[src/rtl/match_timer_pkg.sv]
package match_timer_pkg;
  localparam int unsigned REG_IDX_W = 4;

  typedef enum logic [1:0] {
    OP_WRITE  = 2'd0,
    OP_SET    = 2'd1,
    OP_CLEAR  = 2'd2,
    OP_INVERT = 2'd3
  } alias_op_e;

  localparam logic [REG_IDX_W-1:0] IDX_FLAGS = 4'd0;
  localparam logic [REG_IDX_W-1:0] IDX_CTRL  = 4'd1;
  localparam logic [REG_IDX_W-1:0] IDX_DIR   = 4'd2;
  localparam logic [REG_IDX_W-1:0] IDX_CNT0  = 4'd3;
  localparam logic [REG_IDX_W-1:0] IDX_DIV   = 4'd7;
  localparam logic [REG_IDX_W-1:0] IDX_DIVC  = 4'd8;
  localparam logic [REG_IDX_W-1:0] IDX_MCTL  = 4'd9;
  localparam logic [REG_IDX_W-1:0] IDX_MATCH0 = 4'd10;

  localparam int unsigned DIR_STRIDE  = 4;
  localparam int unsigned MCTL_STRIDE = 3;
endpackage

[src/rtl/tmr_alias.sv]
module tmr_alias
  import match_timer_pkg::*;
#(
  parameter int unsigned W = 32
) (
  input  alias_op_e      op_i,
  input  logic           w1c_i,
  input  logic [W-1:0]   cur_i,
  input  logic [W-1:0]   wdata_i,
  output logic [W-1:0]   nxt_o
);
  always_comb begin
    unique case (op_i)
      OP_WRITE:  nxt_o = w1c_i ? (cur_i & ~wdata_i) : wdata_i;
      OP_SET:    nxt_o = cur_i | wdata_i;
      OP_CLEAR:  nxt_o = cur_i & ~wdata_i;
      default:   nxt_o = cur_i ^ wdata_i;
    endcase
  end
endmodule

[src/rtl/tmr_prescale.sv]
module tmr_prescale #(
  parameter int unsigned W = 32
) (
  input  logic         clk_i,
  input  logic         rst_ni,
  input  logic         run_i,
  input  logic         hold_i,
  input  logic [W-1:0] div_i,
  output logic [W-1:0] pc_o,
  output logic         tick_o
);
  logic [W-1:0] pc_q;

  // >= keeps the wrap alive if the divider is lowered below the running count
  assign tick_o = run_i && !hold_i && (pc_q >= div_i);
  assign pc_o   = pc_q;

  always_ff @(posedge clk_i or negedge rst_ni) begin
    if (!rst_ni)      pc_q <= '0;
    else if (hold_i)  pc_q <= '0;
    else if (run_i)   pc_q <= tick_o ? '0 : pc_q + 1'b1;
  end
endmodule

[src/rtl/tmr_channel.sv]
module tmr_channel #(
  parameter int unsigned W = 32
) (
  input  logic         clk_i,
  input  logic         rst_ni,
  input  logic         en_i,
  input  logic         clr_i,
  input  logic         down_i,
  input  logic         tick_i,
  input  logic [W-1:0] match_i,
  input  logic         on_rst_i,
  input  logic         on_stop_i,
  output logic [W-1:0] cnt_o,
  output logic         hit_o
);
  logic [W-1:0] cnt_q;
  logic         active;

  assign active = en_i && !clr_i && tick_i;
  assign hit_o  = active && (cnt_q == match_i);
  assign cnt_o  = cnt_q;

  always_ff @(posedge clk_i or negedge rst_ni) begin
    if (!rst_ni)                  cnt_q <= '0;
    else if (clr_i)               cnt_q <= '0;
    else if (hit_o && on_rst_i)   cnt_q <= '0;
    else if (hit_o && on_stop_i)  cnt_q <= cnt_q;
    else if (active)              cnt_q <= down_i ? cnt_q - 1'b1 : cnt_q + 1'b1;
  end
endmodule

[src/rtl/match_timer.sv]
module match_timer
  import match_timer_pkg::*;
#(
  parameter int unsigned NUM_CH = 4,
  parameter int unsigned CNT_W  = 32,
  parameter int unsigned ADDR_W = 6
) (
  input  logic              clk_i,
  input  logic              rst_ni,
  input  logic              we_i,
  input  logic [ADDR_W-1:0] addr_i,
  input  logic [CNT_W-1:0]  wdata_i,
  output logic [CNT_W-1:0]  rdata_o,
  output logic              irq_o
);
  localparam int unsigned CTRL_W = 2 * NUM_CH;
  localparam int unsigned MCTL_W = MCTL_STRIDE * NUM_CH;

  logic [REG_IDX_W-1:0] idx;
  alias_op_e            op;
  logic [CNT_W-1:0]     nxt;

  logic [CTRL_W-1:0]    ctrl_q;
  logic [NUM_CH-1:0]    dir_q;
  logic [MCTL_W-1:0]    mctl_q;
  logic [CNT_W-1:0]     div_q;
  logic [NUM_CH-1:0]    flags_q;
  logic [CNT_W-1:0]     match_q [NUM_CH];

  logic [NUM_CH-1:0]    ch_en, ch_clr, ch_hit, on_int, on_rst, on_stop;
  logic [CNT_W-1:0]     cnt [NUM_CH];
  logic [NUM_CH*CNT_W-1:0] cnt_flat;
  logic [CNT_W-1:0]     pc;
  logic                 tick;

  assign idx = addr_i[ADDR_W-1:2];
  assign op  = alias_op_e'(addr_i[1:0]);

  assign ch_en  = ctrl_q[NUM_CH-1:0];
  assign ch_clr = ctrl_q[CTRL_W-1:NUM_CH];

  for (genvar n = 0; n < NUM_CH; n++) begin : g_mctl
    assign on_int[n]  = mctl_q[MCTL_STRIDE*n];
    assign on_rst[n]  = mctl_q[MCTL_STRIDE*n+1];
    assign on_stop[n] = mctl_q[MCTL_STRIDE*n+2];
  end

  // read mux, shared by all aliases and by the alias update
  always_comb begin
    rdata_o = '0;
    unique case (idx)
      IDX_FLAGS: rdata_o[NUM_CH-1:0] = flags_q;
      IDX_CTRL:  rdata_o[CTRL_W-1:0] = ctrl_q;
      IDX_DIR:   for (int n = 0; n < NUM_CH; n++) rdata_o[DIR_STRIDE*n] = dir_q[n];
      IDX_DIV:   rdata_o = div_q;
      IDX_DIVC:  rdata_o = pc;
      IDX_MCTL:  rdata_o[MCTL_W-1:0] = mctl_q;
      default: begin
        for (int n = 0; n < NUM_CH; n++) begin
          if (idx == IDX_CNT0 + REG_IDX_W'(n))   rdata_o = cnt[n];
          if (idx == IDX_MATCH0 + REG_IDX_W'(n)) rdata_o = match_q[n];
        end
      end
    endcase
  end

  tmr_alias #(.W(CNT_W)) u_alias (
    .op_i    (op),
    .w1c_i   (idx == IDX_FLAGS),
    .cur_i   (rdata_o),
    .wdata_i (wdata_i),
    .nxt_o   (nxt)
  );

  always_ff @(posedge clk_i or negedge rst_ni) begin
    if (!rst_ni) begin
      ctrl_q  <= '0;
      dir_q   <= '0;
      mctl_q  <= '0;
      div_q   <= '0;
      flags_q <= '0;
    end else begin
      ctrl_q  <= ((we_i && idx == IDX_CTRL) ? nxt[CTRL_W-1:0] : ctrl_q)
                 & ~{{NUM_CH{1'b0}}, ch_hit & on_stop};
      // hardware set wins over a same-cycle software clear
      flags_q <= ((we_i && idx == IDX_FLAGS) ? nxt[NUM_CH-1:0] : flags_q)
                 | (ch_hit & on_int);
      if (we_i && idx == IDX_DIR)
        for (int n = 0; n < NUM_CH; n++) dir_q[n] <= nxt[DIR_STRIDE*n];
      if (we_i && idx == IDX_MCTL) mctl_q <= nxt[MCTL_W-1:0];
      if (we_i && idx == IDX_DIV)  div_q  <= nxt;
    end
  end

  tmr_prescale #(.W(CNT_W)) u_prescale (
    .clk_i  (clk_i),
    .rst_ni (rst_ni),
    .run_i  (|ch_en),
    .hold_i (|ch_clr),
    .div_i  (div_q),
    .pc_o   (pc),
    .tick_o (tick)
  );

  for (genvar n = 0; n < NUM_CH; n++) begin : g_ch
    always_ff @(posedge clk_i or negedge rst_ni) begin
      if (!rst_ni) match_q[n] <= '0;
      else if (we_i && idx == IDX_MATCH0 + REG_IDX_W'(n)) match_q[n] <= nxt;
    end

    tmr_channel #(.W(CNT_W)) u_ch (
      .clk_i     (clk_i),
      .rst_ni    (rst_ni),
      .en_i      (ch_en[n]),
      .clr_i     (ch_clr[n]),
      .down_i    (dir_q[n]),
      .tick_i    (tick),
      .match_i   (match_q[n]),
      .on_rst_i  (on_rst[n]),
      .on_stop_i (on_stop[n]),
      .cnt_o     (cnt[n]),
      .hit_o     (ch_hit[n])
    );

    assign cnt_flat[CNT_W*n +: CNT_W] = cnt[n];
  end

  assign irq_o = |flags_q;
endmodule

[config.mk]
export PLATFORM = sky130hd
export DESIGN_NAME = match_timer
export DESIGN_NICKNAME = d
export VERILOG_FILES = /design/src/rtl/match_timer_pkg.sv /design/src/rtl/tmr_alias.sv /design/src/rtl/tmr_prescale.sv /design/src/rtl/tmr_channel.sv /design/src/rtl/match_timer.sv
export SDC_FILE = /design/constraint.sdc
export NUM_CORES = 1
export LEC_CHECK = 0
export ABC_AREA = 1
export BUFFER_PORTS_ARGS = -buffer_cell sky130_fd_sc_hd__buf_2
export CAP_MARGIN = 10
export CELL_PAD_IN_SITES_DETAIL_PLACEMENT = 2
export CELL_PAD_IN_SITES_GLOBAL_PLACEMENT = 2
export CORE_ASPECT_RATIO = 0.8
export CORE_MARGIN = 4
export CORE_UTILIZATION = 40
export CTS_BUF_LIST = sky130_fd_sc_hd__clkbuf_4 sky130_fd_sc_hd__clkbuf_8 sky130_fd_sc_hd__clkbuf_16
export DETAILED_ROUTE_END_ITERATION = 7
export PLACE_DENSITY = 0.93
export SYNTH_ARGS = -nofsm -noshare
export SYNTH_HDL_FRONTEND = slang
export SYNTH_SLANG_ARGS = --single-unit
[constraint.sdc]
create_clock -name clk_i -period 3.9 [get_ports clk_i]
set_input_delay 0.195 -clock clk_i [delete_from_list [all_inputs] [get_ports clk_i]]
set_output_delay 0.195 -clock clk_i [all_outputs]
set_load 0.01 [all_outputs]
After elaboration in Yosys (flattened, before gate mapping)
Cells that the tools add are included.

storage, ports and cells
  memory bits (read-only) = 0
  memories kept = 0
  logic and storage cells = 154
  input bits = 41
  latch bits = 0
  register bits after elaboration = 348
  RAM bits = 0
  output and inout port bits = 33

operators by class
  order comparisons = 1
  reductions and logical operators = 55
  multiplexer cells = 43
  bitwise operators = 9
  equal/unequal tests = 23
  multiply operators = 0
  shift-type cells = 0
  divide/modulo/power cells = 0
  add/sub/neg operators = 9

operators by type and width
  cell                                                    count
  2-to-1 mux 32 bit                                       32
  adder 32 x 1 -> 32 bit (second input constant)          5
  equality test 32 bit                                    4
  subtractor 32 x 1 -> 32 bit (second input constant)     4
  one-hot mux 32 bit (3 select lines)                     1
  one-hot mux 19 bit (3 select lines)                     1
  bitwise AND 32 bit                                      1
  >= comparator 32 bit                                    1
  inverter 32 bit                                         1
  bitwise OR 32 bit                                       1
  XOR 32 bit                                              1
  logical AND 1 bit                                       31
  equality test 4 bit (second input constant)             6
  one-hot mux 3 bit (6 select lines)                      1
  equality test 4 x 3 -> 1 bit (second input constant)    4
  OR reduction 4 bit                                      4
  one-hot mux 3 bit (5 select lines)                      1
  inequality test 3 x 2 -> 1 bit (second input constant)  4
  one-hot mux 1 bit (6 select lines)                      2
  one-hot mux 3 bit (4 select lines)                      1
  nonzero test 3 bit                                      4
  bitwise AND 4 bit                                       2
  bitwise AND 8 bit                                       1
  equality test 4 x 2 -> 1 bit (second input constant)    2
  other kinds (16)                                        25

Longest topological paths before layout
  depth after elaboration = 15
  mapped depth = 20
  mapped depth without buffers = 19

By module
Synthesis repeated with hierarchy kept, for this count alone.

unflattened totals
  cells, all modules = 5,904
  area total of the unflattened synthesis = 34,762.1 um^2

by module, submodules not included
  module                          sequential area each (um^2)  cells each  times used  area an instance (um^2)
  tmr_channel (g_ch[1].u_ch ...)  800.8                        900         3           4,769.6
  match_timer                     4,704.5                      1,341       1           9,900.7
  tmr_channel (g_ch[0].u_ch)      800.8                        819         1           4,436.8
  tmr_prescale                    800.8                        531         1           3,209.3
  tmr_alias                       0.0                          513         1           2,906.5

Worst setup path after synthesis
Ideal clock, no wire load.

  path type = reg2reg
  start = register dir_q[0]
  end = register g_ch[0].u_ch.cnt_q[22]
  path slack = 1,341 ps
  path buffers = 0
  library setup time = 66 ps
  data required time = 3,834 ps
  clock period less this slack = 2,559 ps
  stages on the path, launching flop included = 13
  arrival time = 2,493 ps
  path through = dfrtp_1 > ha_1 > a21oi_1 > nand2_1 > a21boi_0 > o21ai_0 > nand2_1 > nand2_1 > nand2_1 > inv_1 > nor2_1 > nand4_1 > nand2_1

on the way
  cells in the longest elaborated chain, start to end = 5

RTL lines
  what                             line               RTL
  start, declared                  match_timer.sv:24  logic [NUM_CH-1:0] dir_q;
  start signal, assigned           match_timer.sv:78  dir_q <= '0;
  2-to-1 mux 32 bit (2 in series)  tmr_channel.sv:28  else if (active) cnt_q <= down_i ? cnt_q - 1'b1 : cnt_q + 1'b1;
  2-to-1 mux 32 bit                tmr_channel.sv:27  else if (hit_o && on_stop_i) cnt_q <= cnt_q;
  2-to-1 mux 32 bit                tmr_channel.sv:26  else if (hit_o && on_rst_i) cnt_q <= '0;
  2-to-1 mux 32 bit                tmr_channel.sv:25  else if (clr_i) cnt_q <= '0;
  end signal, assigned             tmr_channel.sv:27
  end signal, assigned             tmr_channel.sv:28
  end, declared                    tmr_channel.sv:16  logic [W-1:0] cnt_q;

Every way passes these cells. The select of a mux whose other input is x is not followed.
A chain may end at the register's enable or synchronous reset.

Final worst setup path
  start = register dir_q[0]
  end = register g_ch[0].u_ch.cnt_q[24]

Same word-level chain as after synthesis.

==> results summary <==
The synthesized-area fraction occupied by ao, oa, aoi and oai cells is about 17%. The tree built by TritonCTS fans out to approximately 350 sinks. The die area came out at about 75000 µm².

The ratio of final minimum period to clock period came out at 101%. Across every metal layer, demand over resource in global routing totals around 49%. The number of port buffers came out at 73. The first global-routing pass estimated ~280000 µm of wire.

The commonest cells after synthesis are sky130_fd_sc_hd__nand2_1, sky130_fd_sc_hd__inv_1, sky130_fd_sc_hd__dfrtp_1. The actual slew at the worst max-slew pin is ~1.1 ns. Summed over all layers, the global routing overflow is 0. The via count of the first global-routing pass is a little under 40000.

The core utilization of the finished layout came out at between 40% and 50%. The count of pins on the block boundary came out at 74. The post-route minimum period is about 4 ns. Counting flops and latches in the post-synthesis netlist gives ~350. Clock-pin slew was measured on the worst setup and hold paths at 0.09 ns. Measured in cells, the most critical reg-to-reg path has a length of 12. The total count of hold-check failures in the final report came out at 0. The number of DRC violations after detailed routing is 0.

The post-synthesis net count is around 4200. The run finished, with violations left. Summing the areas of all and, or, nand and nor instances in the mapped netlist gives 26.2% of the synthesized area.

The number of buffers and inverters on the critical path came out at 0. In this run the worst path has a maximum fanout of 16. The total of endpoints with negative setup slack in the final report came out at 3.

The number of flops mapped to enable cells by yosys is 0. The cell occurring most often along the worst timing path is sky130_fd_sc_hd__nand2_1. In this run the remaining antenna-violating nets after routing total 0.

Summing the areas of all fa, ha and maj instances in the mapped netlist gives 9.86% of the synthesized area. The summed instance area of the synthesized netlist came out at approximately 28000 µm². The initial antenna violation count came to 17. The total of max-cap violations came out at 0. The critical path goes through ha_1, a21oi_1, nand2_1, a21boi_0, o21ai_0, nand4_1, nand3_1, nand2_1, nand2_1, nor2_1, nand2_1, nand2_1. The final-layout worst hold slack came out at around 0.18 ns. The kind of cell with the highest combined delay on the critical path is compound AO/OA/AOI/OAI gates. The number of nets in the final layout is ~4300.

The clock skew came out at 0.0498 ns. Of the cells placed in the final design, the portion with a size suffix greater than 1 is 7.97%. sky130_fd_sc_hd__nand2_1 is the most common cell in the netlist. The post-place instance area came out at about 30000 µm².

The checks that failed: negative setup slack. Detailed routing inserted a total of 35500 vias. In the final routed layout, each cell accounts on average for approximately 38 µm. The total CTS buffers came out at 42. The core area came out at between 70000 and 80000 µm². TritonCTS built the clock tree. For this design the static power due to leakage is approximately 15 nW. Sorting the synthesized cells by area gives the leading types as sky130_fd_sc_hd__dfrtp_1, sky130_fd_sc_hd__nand2_1, sky130_fd_sc_hd__ha_1, sky130_fd_sc_hd__a21oi_1, sky130_fd_sc_hd__inv_1. By startpoint and endpoint, the worst setup path is classified as reg -> reg. The cell at the slowest stage of the critical path is sky130_fd_sc_hd__dfrtp_1. Setup slack on the critical path of the routed design comes to -0.0462 ns.

The maximum vdd ir drop came out at around 0.42 mV. In this run the biggest area consumer among cell types represents 30.7% of the synthesized area. The maximum number of pins on one net before global-route repair came out at 96. The clock latency reported for the late side of the worst-skew pair is between 0.6 and 0.7 ns. The post-synthesis sequential area ratio is roughly 30%.

Data on the critical path is required at its endpoint by between 4 and 5 ns. The upper clock frequency limit is between 0.2 and 0.3 GHz. The post-synthesis async set-or-reset flop share came out at 100%. Summed over all instances, the cell type with the most area after synthesis is sky130_fd_sc_hd__dfrtp_1. The final count of pins violating max slew came out at 0. The number of levels the H-tree was split into is 2. The startpoint of the most critical setup path is dir_q[0]. The xor/xnor cell area share of the yosys netlist came out at around 7%.

The setup slack of the most critical reg-to-reg path came out at -0.05 ns. Synthesis produced a netlist whose cell count is 3979. The arrival time of the worst setup path is approximately 4.5 ns. The worst register-to-register path begins at dir_q[0]. The dominant combinational cell family by area after synthesis is simple AND/OR/NAND/NOR gates. Multiplexer cells account for under 10% of the synthesized area. After routing the design area is around 31000 µm².

Averaged over all synthesized cells, the footprint is roughly 7 µm². The biggest cell delay along the critical path is about 0.87 ns. The total length of routed wires came out at 191000 µm. The areal power density over the cells is 454 nW/µm². In the routed layout, each cell is associated on average with a via count of between 7 and 8. The worst setup path is launched from a flop.

Setup repair after global routing left no endpoint under its margin. The routability congestion estimate from global placement is between 0.9 and 1. The worst slew margin relative to its limit is 24.4%. The floorplan die height is 246 µm.

The largest buffer count on any clock path came out at 3. Relative to the synthesized area, the layout overhead comes to 10.7%. In this run the horizontal extent of the chip is a little over 300 µm. STA classifies the critical path endpoint as a flop.

The number of warning messages in the yosys log came out at 0. In this run the critical register-to-register path is captured at g_ch[0].u_ch.cnt_o[24]. The number of standard-cell rows in the floorplan came out at 87. For this run, the leading register cell type out of synthesis is sky130_fd_sc_hd__dfrtp_1.

The violation count after the first detailed-route iteration came out at just under 5000. The first-pass iteration count of the detailed router is 6. The count of cell types in the netlist came out at about 50. The worst min-delay path category is in -> async. The initial core utilization came out at about two fifths. The tree is rooted in a sky130_fd_sc_hd__clkbuf_16. Detailed placement ended at an HPWL of approximately 120000 µm.
==> worst max-delay path by stage <==
| stage | end | slack [ns] | depth (start not counted) |
|---|---|---|---|
| 2_1_floorplan | g_ch[0].u_ch.cnt_o[22] | 1.34 | 12 |
| 3_3_place_gp | flags_q[3] | 0.23 | 17 |
| 3_5_place_dp | flags_q[3] | 0.04 | 17 |
| 4_1_cts | match_q[66] | 0.29 | 15 |
| 5_1_grt | match_q[66] | 0.01 | 15 |
| 6_report | g_ch[0].u_ch.cnt_o[24] | -0.05 | 12 |
==> per-stage QoR <==
| stage | TNS, ns | total power (W) | worst slack [ns] | std cells |
|---|---|---|---|---|
| 2_1_floorplan | 0 | 0.00710 | 1.34 | 3979 |
| 3_5_place_dp | 0 | 0.00906 | 0.0385 | 4938 |
| 4_1_cts | 0 | 0.0137 | 0.294 | 5013 |
| 6_report | -0.111 | 0.0143 | -0.0462 | 5018 |
| 5_1_grt | 0 | 0.0144 | 0.0119 | 5014 |
| 3_3_place_gp | 0 | 0.00834 | 0.234 | 4938 |
==> kinds of logic after synthesis <==
kind of cell	after synthesis
compound gates	851
xor+xnor	226
fa+ha+maj	221
buf+inv	555
flops	348
mux	38
simple gates	1740
==> state kept, by name, indices dropped and copies added (netlist names) <==
| register | flops |
|---|---|
| ctrl_q | 8 |
| dir_q | 4 |
| div_q | 32 |
| flags_q | 4 |
| g_ch.u_ch.cnt_o | 128 |
| match_q | 128 |
| mctl_q | 12 |
| u_prescale.pc_o | 32 |
==> report_power, final <==
part	internal [W]	total, W	leakage (nW)	switching [W]
clock network	0.00229	0.00438	0.681	0.00209
registers	0.00412	0.00487	4.53	0.000748
logic	0.00133	0.00500	10.2	0.00368
==> cells in the final DEF, fill, tap and decap left out, types with 33 or more instances in the layout <==
cell / n
sky130_fd_sc_hd__a21oi_1: 336
sky130_fd_sc_hd__buf_2: 72
sky130_fd_sc_hd__buf_4: 76
sky130_fd_sc_hd__clkbuf_16: 42
sky130_fd_sc_hd__dfrtp_1: 348
sky130_fd_sc_hd__ha_1: 217
sky130_fd_sc_hd__inv_1: 417
sky130_fd_sc_hd__mux2_2: 38
sky130_fd_sc_hd__nand2_1: 1016
sky130_fd_sc_hd__nand3_1: 217
sky130_fd_sc_hd__nand4_1: 115
sky130_fd_sc_hd__nor2_1: 296
sky130_fd_sc_hd__nor3_1: 33
sky130_fd_sc_hd__o211ai_1: 34
sky130_fd_sc_hd__o21ai_0: 302
sky130_fd_sc_hd__o22ai_1: 66
sky130_fd_sc_hd__xnor2_1: 82
sky130_fd_sc_hd__xor2_1: 144
==> layer usage <==
layer / up-vias / share of wire [%] / global-route usage, %
met1: 17500 / 35 / 54.9
met5: - / 0.096 / 1.10
met3: 1360 / 12 / 16.8
met4: 12 / 11 / 43.1
met2: 3118 / 43 / 75.4
li1: 13500 / - / -
==> area by class of cell <==
type / count / area (µm²)
antenna: 4 / 10.0
clock buffer: 57 / 1190
clock inverter: 17 / 159
fill: 8133 / 38900
inverter: 426 / 1600
multi-input combinational: 3076 / 17500
sequential: 348 / 8710
tap: 934 / 1170
timing repair buffer: 156 / 1070
==> repair_timing <==
action | CTS | global route
hold buffers | 1 | 0
hold endpoints to repair | 90 | 0
endpoints found under the setup margin | 0 | 14
setup buffers | 0 | 0
resized for setup | 0 | 10
Power figures use the tool's default switching activity.
